File: config.mk
export PLATFORM = sky130hd
export DESIGN_NAME = pulse_snapshot_sampler
export DESIGN_NICKNAME = d
export VERILOG_FILES = /design/src/rtl/pss_pkg.sv /design/src/rtl/pss_tick_div.sv /design/src/rtl/pss_sync.sv /design/src/rtl/pss_ctrl.sv /design/src/rtl/pulse_snapshot_sampler.sv
export SDC_FILE = /design/constraint.sdc
export NUM_CORES = 1
export LEC_CHECK = 0
export BUFFER_PORTS_ARGS = -buffer_cell sky130_fd_sc_hd__buf_2
export CORE_AREA = 2 2 130 132
export DETAILED_ROUTE_END_ITERATION = 16
export DIE_AREA = 0 0 132 134
export GPL_ROUTABILITY_DRIVEN = 0
export PLACE_DENSITY_LB_ADDON = 0.08
export SYNTH_ARGS = -nofsm -noshare
export SYNTH_HDL_FRONTEND = slang
export SYNTH_HIERARCHICAL = 1
export SYNTH_SLANG_ARGS = --single-unit
export TNS_END_PERCENT = 20
File: constraint.sdc
create_clock -name clk -period 2.5 [get_ports clk]
set_input_delay 0.25 -clock clk [delete_from_list [all_inputs] [get_ports clk]]
set_output_delay 0.25 -clock clk [all_outputs]
set_load 0.05 [all_outputs]
File: src/rtl/pss_pkg.sv
package pss_pkg;

  localparam int unsigned BYTE_W = 8;

  localparam int unsigned CTL_EN      = 0;
  localparam int unsigned CTL_IRQ_CLR = 1;
  localparam int unsigned CTL_OVR_CLR = 2;

  localparam int unsigned STS_EN  = 0;
  localparam int unsigned STS_IRQ = 1;
  localparam int unsigned STS_OVR = 2;

  function automatic int unsigned bytes_for(input int unsigned bits);
    return (bits + BYTE_W - 1) / BYTE_W;
  endfunction

  function automatic int unsigned width_for(input int unsigned n);
    int unsigned w;
    w = 1;
    while ((1 << w) < n) w++;
    return w;
  endfunction

  function automatic logic count_done(input int unsigned cnt, input int unsigned period);
    return cnt == period - 1;
  endfunction

endpackage

File: src/rtl/pss_tick_div.sv
module pss_tick_div #(
  parameter int unsigned TICK_DIV = 6000
) (
  input  logic clk,
  input  logic rst,
  input  logic en,
  output logic tick
);
  import pss_pkg::*;

  localparam int unsigned CW = width_for(TICK_DIV);

  logic [CW-1:0] cnt_q;
  logic          at_end;

  assign at_end = count_done(32'(cnt_q), TICK_DIV);
  assign tick   = en && at_end;

  always_ff @(posedge clk) begin
    if (rst || !en) begin
      cnt_q <= '0;
    end else if (at_end) begin
      cnt_q <= '0;
    end else begin
      cnt_q <= cnt_q + CW'(1);
    end
  end

endmodule

File: src/rtl/pss_sync.sv
module pss_sync #(
  parameter int unsigned W      = 80,
  parameter int unsigned STAGES = 2
) (
  input  logic         clk,
  input  logic         rst,
  input  logic [W-1:0] d,
  output logic [W-1:0] q
);

  logic [W-1:0] stg [STAGES];

  for (genvar s = 0; s < STAGES; s++) begin : g_stage
    if (s == 0) begin : g_first
      always_ff @(posedge clk) begin
        if (rst) stg[0] <= '0;
        else     stg[0] <= d;
      end
    end else begin : g_next
      always_ff @(posedge clk) begin
        if (rst) stg[s] <= '0;
        else     stg[s] <= stg[s-1];
      end
    end
  end

  assign q = stg[STAGES-1];

endmodule

File: src/rtl/pss_ctrl.sv
module pss_ctrl (
  input  logic       clk,
  input  logic       rst,
  input  logic       wr_ctl,
  input  logic [2:0] wbits,
  input  logic       rd_last,
  input  logic       tick,
  output logic       en,
  output logic       irq,
  output logic       ovr,
  output logic       irq_clr,
  output logic       ovr_clr
);
  import pss_pkg::*;

  assign irq_clr = rd_last || (wr_ctl && wbits[CTL_IRQ_CLR]);
  assign ovr_clr = wr_ctl && wbits[CTL_OVR_CLR];

  always_ff @(posedge clk) begin
    if (rst)         en <= 1'b0;
    else if (wr_ctl) en <= wbits[CTL_EN];
  end

  always_ff @(posedge clk) begin
    if (rst)          irq <= 1'b0;
    else if (tick)    irq <= 1'b1;
    else if (irq_clr) irq <= 1'b0;
  end

  always_ff @(posedge clk) begin
    if (rst)               ovr <= 1'b0;
    else if (tick && irq)  ovr <= 1'b1;
    else if (ovr_clr)      ovr <= 1'b0;
  end

endmodule

File: src/rtl/pulse_snapshot_sampler.sv
module pulse_snapshot_sampler #(
  parameter int unsigned N_CH     = 80,
  parameter int unsigned TICK_DIV = 6000,
  parameter int unsigned ADDR_W   = 4
) (
  input  logic              clk,
  input  logic              rst,
  input  logic [N_CH-1:0]   pulse_in,
  input  logic [ADDR_W-1:0] bus_addr,
  input  logic              bus_rd,
  input  logic              bus_wr,
  input  logic [7:0]        bus_wdata,
  output logic [7:0]        bus_rdata,
  output logic              irq_o
);
  import pss_pkg::*;

  localparam int unsigned N_BYTES   = bytes_for(N_CH);
  localparam int unsigned LAST_ADDR = N_BYTES - 1;
  localparam int unsigned STAT_ADDR = N_BYTES;
  localparam int unsigned PAD_W     = N_BYTES * BYTE_W;

  logic [N_CH-1:0]   sync_q;
  logic [N_CH-1:0]   snap_q;
  logic [PAD_W-1:0]  snap_pad;
  logic              tick_w;
  logic              en_w;
  logic              irq_w;
  logic              ovr_w;
  logic              irq_clr_w;
  logic              ovr_clr_w;
  logic              rd_last_w;
  logic              wr_ctl_w;
  logic [7:0]        status_w;
  logic              unused_wbits;

  assign unused_wbits = &{1'b0, bus_wdata[7:3]};

  assign rd_last_w = bus_rd && (bus_addr == ADDR_W'(LAST_ADDR));
  assign wr_ctl_w  = bus_wr && (bus_addr == ADDR_W'(STAT_ADDR));

  pss_sync #(.W(N_CH), .STAGES(2)) u_sync (
    .clk (clk),
    .rst (rst),
    .d   (pulse_in),
    .q   (sync_q)
  );

  pss_tick_div #(.TICK_DIV(TICK_DIV)) u_div (
    .clk  (clk),
    .rst  (rst),
    .en   (en_w),
    .tick (tick_w)
  );

  pss_ctrl u_ctrl (
    .clk     (clk),
    .rst     (rst),
    .wr_ctl  (wr_ctl_w),
    .wbits   (bus_wdata[2:0]),
    .rd_last (rd_last_w),
    .tick    (tick_w),
    .en      (en_w),
    .irq     (irq_w),
    .ovr     (ovr_w),
    .irq_clr (irq_clr_w),
    .ovr_clr (ovr_clr_w)
  );

  always_ff @(posedge clk) begin
    if (rst)         snap_q <= '0;
    else if (tick_w) snap_q <= sync_q;
  end

  assign snap_pad = PAD_W'(snap_q);

  always_comb begin
    status_w          = '0;
    status_w[STS_EN]  = en_w;
    status_w[STS_IRQ] = irq_w;
    status_w[STS_OVR] = ovr_w;
  end

  always_comb begin
    bus_rdata = '0;
    for (int b = 0; b < int'(N_BYTES); b++) begin
      if (bus_addr == ADDR_W'(b)) bus_rdata = snap_pad[b*BYTE_W +: BYTE_W];
    end
    if (bus_addr == ADDR_W'(STAT_ADDR)) bus_rdata = status_w;
  end

  assign irq_o = irq_w;

endmodule

* After elaboration in Yosys (flattened, before gate mapping)
Memory sizes are Yosys's and may differ from the RTL's. A register that Yosys moved wholly into a read port is not among the register bits. Index checks and enable logic that the tools add are counted.
Cells by class: reduce and logical (&&, ||, !) cells 13, magnitude comparators 0, shift operators 0, mux-type cells 20, add/sub/neg operators 1, $mul 0, equal/unequal tests 11, bitwise logic cells 2, div/mod/pow operators 0
Operators with widths (count):
- 80-bit two-way mux | 2
- 8-bit two-way mux | 11
- 4-bit by 3-bit equality test with 1-bit output, second input constant | 4
- 13-bit by 1-bit adder with 13-bit output, second input constant | 1
- 13-bit equality test, second input constant | 1
- 4-bit equality test, second input constant | 3
- 4-bit by 2-bit equality test with 1-bit output, second input constant | 2
- 1-bit two-way mux | 7
- 1-bit logical AND | 6
- 4-bit by 1-bit equality test with 1-bit output, second input constant | 1
- 4-bit zero test | 1
- 2-bit nonzero test | 2
- 1-bit logical OR | 2
- 1-bit bitwise OR | 2
- 2-bit OR reduction | 1
- 1-bit zero test | 1
Storage, ports and cells: bits in writable memories 160, word-level logic and storage cells 52, latch bits 0, memory bits (read-only) 0, output and inout port bits 9, register bits after elaboration 16, memories kept 1, bits of input ports 96
Memory list:
- u_sync.stg | words 2, width 80, rd ports 2, clocked after memory_dff 1, wr ports 2, line pss_sync.sv:11 | logic [W-1:0] stg [STAGES];

* Logic depth before layout (Yosys ltp)
word-level depth 12, depth in mapped cells 9, gate-level depth less buffers 6

* Hierarchy
Netlist, hierarchy kept.
Modules (own cells, without submodules):
- pss_sync | cells each 337, area each 4306.6 um2, sequential area each 3203.1 um2, instances 1
- pulse_snapshot_sampler | cells each 388, area each 3684.8 um2, sequential area each 1601.5 um2, instances 1
- pss_tick_div | cells each 66, area each 614.3 um2, sequential area each 260.2 um2, instances 1
- pss_ctrl | cells each 13, area each 131.4 um2, sequential area each 60.1 um2, instances 1

* Least setup slack after synthesis
Ideal clock, no wire load.
path kind register to register, start register u_div.cnt_q[7], end register snap_q[0] (netlist: snap_pad[0]), read port of u_sync.stg, required time 2.372 ns, stages on the path, launching flop included 8, clock period less this slack 2.103 ns, buffers on the path 2, library setup time 0.128 ns, data arrival time 1.975 ns, slack 0.397 ns, path through dfxtp_1 -> or4b_4 -> nor4_1 -> and2_1 -> clkbuf_1 -> buf_2 -> mux2i_1 -> nor2_1
On the way: word-level cells in the longest chain between the ends 2
RTL lines:
- start, declared | line pss_tick_div.sv:13 | logic [CW-1:0] cnt_q;
- start signal, assigned | line pss_tick_div.sv:25 | cnt_q <= cnt_q + CW'(1);
- 13-bit equality test | line pss_pkg.sv:25 | return cnt == period - 1;
- 1-bit logical AND | line pss_tick_div.sv:17 | assign tick = en && at_end;
- net tick_w | line pulse_snapshot_sampler.sv:26 | logic tick_w;
- end, declared | line pulse_snapshot_sampler.sv:24 | logic [N_CH-1:0] snap_q;
The timed path passes the listed nets, and every way through them passes these cells. A chain may end at the register's enable or synchronous reset.

* Worst setup path after layout
start register snap_q[10] (netlist: snap_pad[10]), read port of u_sync.stg, end output bus_rdata[2]
On the way: word-level cells in the longest chain between the ends 10
RTL lines:
- 8-bit two-way mux (9 in series) | line pulse_snapshot_sampler.sv:87 | if (bus_addr == ADDR_W'(b)) bus_rdata = snap_pad[b*BYTE_W +: BYTE_W];
- 8-bit two-way mux | line pulse_snapshot_sampler.sv:89 | if (bus_addr == ADDR_W'(STAT_ADDR)) bus_rdata = status_w;
- end, declared | line pulse_snapshot_sampler.sv:13 | output logic [7:0] bus_rdata,
No other way between the ends.

==> impl_metrics.yaml <==
run_status:
  outcome: "complete, but fails checks"
  violations: "hold timing"
routing:
  ant_nets: 0
  drtIter0Drc: 301
  wire_per_inst_um: 14.4
  routed_wl_um: 17400
  vias: 5851
  first_pass_iters: 4
  vias_per_cell: 4.84
  drc: 0
clocking:
  postCtsResizedCells: 0
  clk_pin_slew_ns: 0.06
  htree_levels: 1
  postCtsSetupRepairBufs: 0
  cts_buffers: 25
  cts_root_buf: "clkbuf_16"
  clk_latency_ns: 0.51
  clock_sinks: 256
  cts.path.max_buffers: 3
  tritoncts: "done"
synth:
  synth_warnings: 6
  syn-num-nets: 900
  syn_area_per_cell_um2: 10.9
  syn_area_um2: 8730
  synth_cells: 803
timing:
  fmax_ghz: 0.429
  timing.final.crit_share_pct: 93.3
  setup_violations: 0
  hold_violations: 1
  min_period_ns: 2.33
  hold_slack_ns: -0.00523
  relSlewSlack_pct: 51.2
  fin_worst_skew_ns: 0.00833
  setup-tns-final_ns: 0
  drv_slew: 0
  tightest_slew_ns: 0.730
  fin_ws_ns: 0.168
  grt_setup_unrepaired: "no"
min_path:
  min_path_type: "input port to flop"
  min_path_cells: 2
  hp-start: "pulse_in[57]"
  min_to: "u_sync/stg[0][57]$_SDFF_PP0_"
worst_setup_path:
  critPathMaxFanout: 2
  path_delay_family: "compound AO/OA/AOI/OAI gates"
  cpPeakStageDelay_ns: 0.49
  crit_type: "flop to output pin"
  rrSetupSlack_ns: 0.29
  reg2regPathDepth: 6
  start_kind: "flop"
  cp_data_required_time_ns: 2.25
  crit-reg2reg-launch: "u_div/cnt_q[4]$_SDFF_PP0_"
  r2r-end: "snap_pad[69]$_SDFFE_PP0P_"
  path_buf_inv: 1
  cp_cell_sequence: "mux4_2 > a21oi_1 > a211oi_1 > a21o_1 > buf_2"
  crit_slowest_cell: "mux4_2"
  crit_path_end_kind: "output pin"
  arrival_ns: 2.08
power:
  p_leak_nw: 4.35
  p_per_area_nw_per_um2: 771
  total_power_mw: 8.50
  peakVddDrop_uv: 473
global_routing:
  grt_pass1_vias: 5797
  grt_pass1_wl_um: 28300
  grt_usage_pct: 19.5
  grt_overflow: 0
  grt_antenna_before_repair: 0
  grt_max_degree: 97
finish:
  instances_no_fill: 1208
  num-nets-final: 1067
  antenna_cells: 0
  stdcell_area_um2: 11000
  synthToLayoutAreaGrowth_pct: 26.3
  final_core_util_pct: 67.7
  drive_gt1_share_pct: 16.4
floorplan:
  die_w_um: 132
  dieArea_um2: 17700
  core_um2: 16300
  start_util_pct: 53.6
  io_pins: 105
  fp.dieH_um: 134
  rows: 47
placed_design:
  place_hpwl_um: 11100
  placed_area_um2: 9380
  place.port_buffers: 99
  dp.cells: 1084
  dpl_worst_slack_ns: 0.315
run:
  max_cap_violations: 0
==> power breakdown <==
part / leakage (nW) / total (mW) / internal, mW / switching, mW
Clock: 0.419 / 3.82 / 2.33 / 1.50
Combinational: 1.83 / 0.442 / 0.241 / 0.201
Sequential: 2.10 / 4.23 / 4.20 / 0.0314
==> worst max path at each step <==
stage,start,end,cells after the start
floorplan,u_div/cnt_q[7]$_SDFF_PP0_,snap_pad[0]$_SDFFE_PP0P_,7
global placement,bus_addr[1],bus_rdata[0],8
detailed placement,bus_addr[0],bus_rdata[0],8
CTS,snap_pad[10]$_SDFFE_PP0P_,bus_rdata[2],5
global route,u_div/cnt_q[4]$_SDFF_PP0_,snap_pad[77]$_SDFFE_PP0P_,6
finish,snap_pad[10]$_SDFFE_PP0P_,bus_rdata[2],5
==> sequential cells by signal, summed over array words and instances (netlist names) <==
register and flops:
u_ctrl/en 1, u_sync/stg 160, u_ctrl/ovr 1, u_div/cnt_q 13
snap_pad 80, u_ctrl/irq 1
==> per-layer routing <==
layer	vias up	part of all wire [%]	global-route usage [%]
met4	0	2.8	6.76
met3	35	4.6	3.36
met2	157	45	31.9
met1	2677	48	26.4
li1	2982	-	-
met5	-	0	0
==> worst reg2reg max path, stage by stage, from the launching register on <==
cell     delay, ns
dfxtp_1       0.35
or4b_4        0.56
nor4_1        0.30
and2_4        0.29
buf_12        0.24
mux2i_1       0.28
nor2_1        0.06
==> what timing repair did <==
action	4_1_cts	5_1_grt
setup endpoints to repair	0	0
hold endpoints to repair	79	0
hold buffers	79	0
==> layout by cell type, fill, tap and decap left out, types with 6 or more instances in the layout <==
cell type,count
dfxtp_1,256
mux2i_1,95
nand2_1,19
nor2b_1,144
o21ai_0,14
o22ai_1,9
dlygate4sd3_1,79
and2b_1,20
inv_1,7
a21oi_1,14
a22oi_1,7
clkbuf_8,6
nor2_1,99
clkbuf_16,25
buf_2,98
==> final cells by class <==
type,instances,area [um2]
clock buffer,36,727
clock inverter,9,126
fill,1245,5270
inverter,8,30.0
multi-input combinational,491,3310
sequential,256,5120
tap,220,275
timing repair buffer,188,1430
Note: power is estimated with default switching activity, not from simulation.
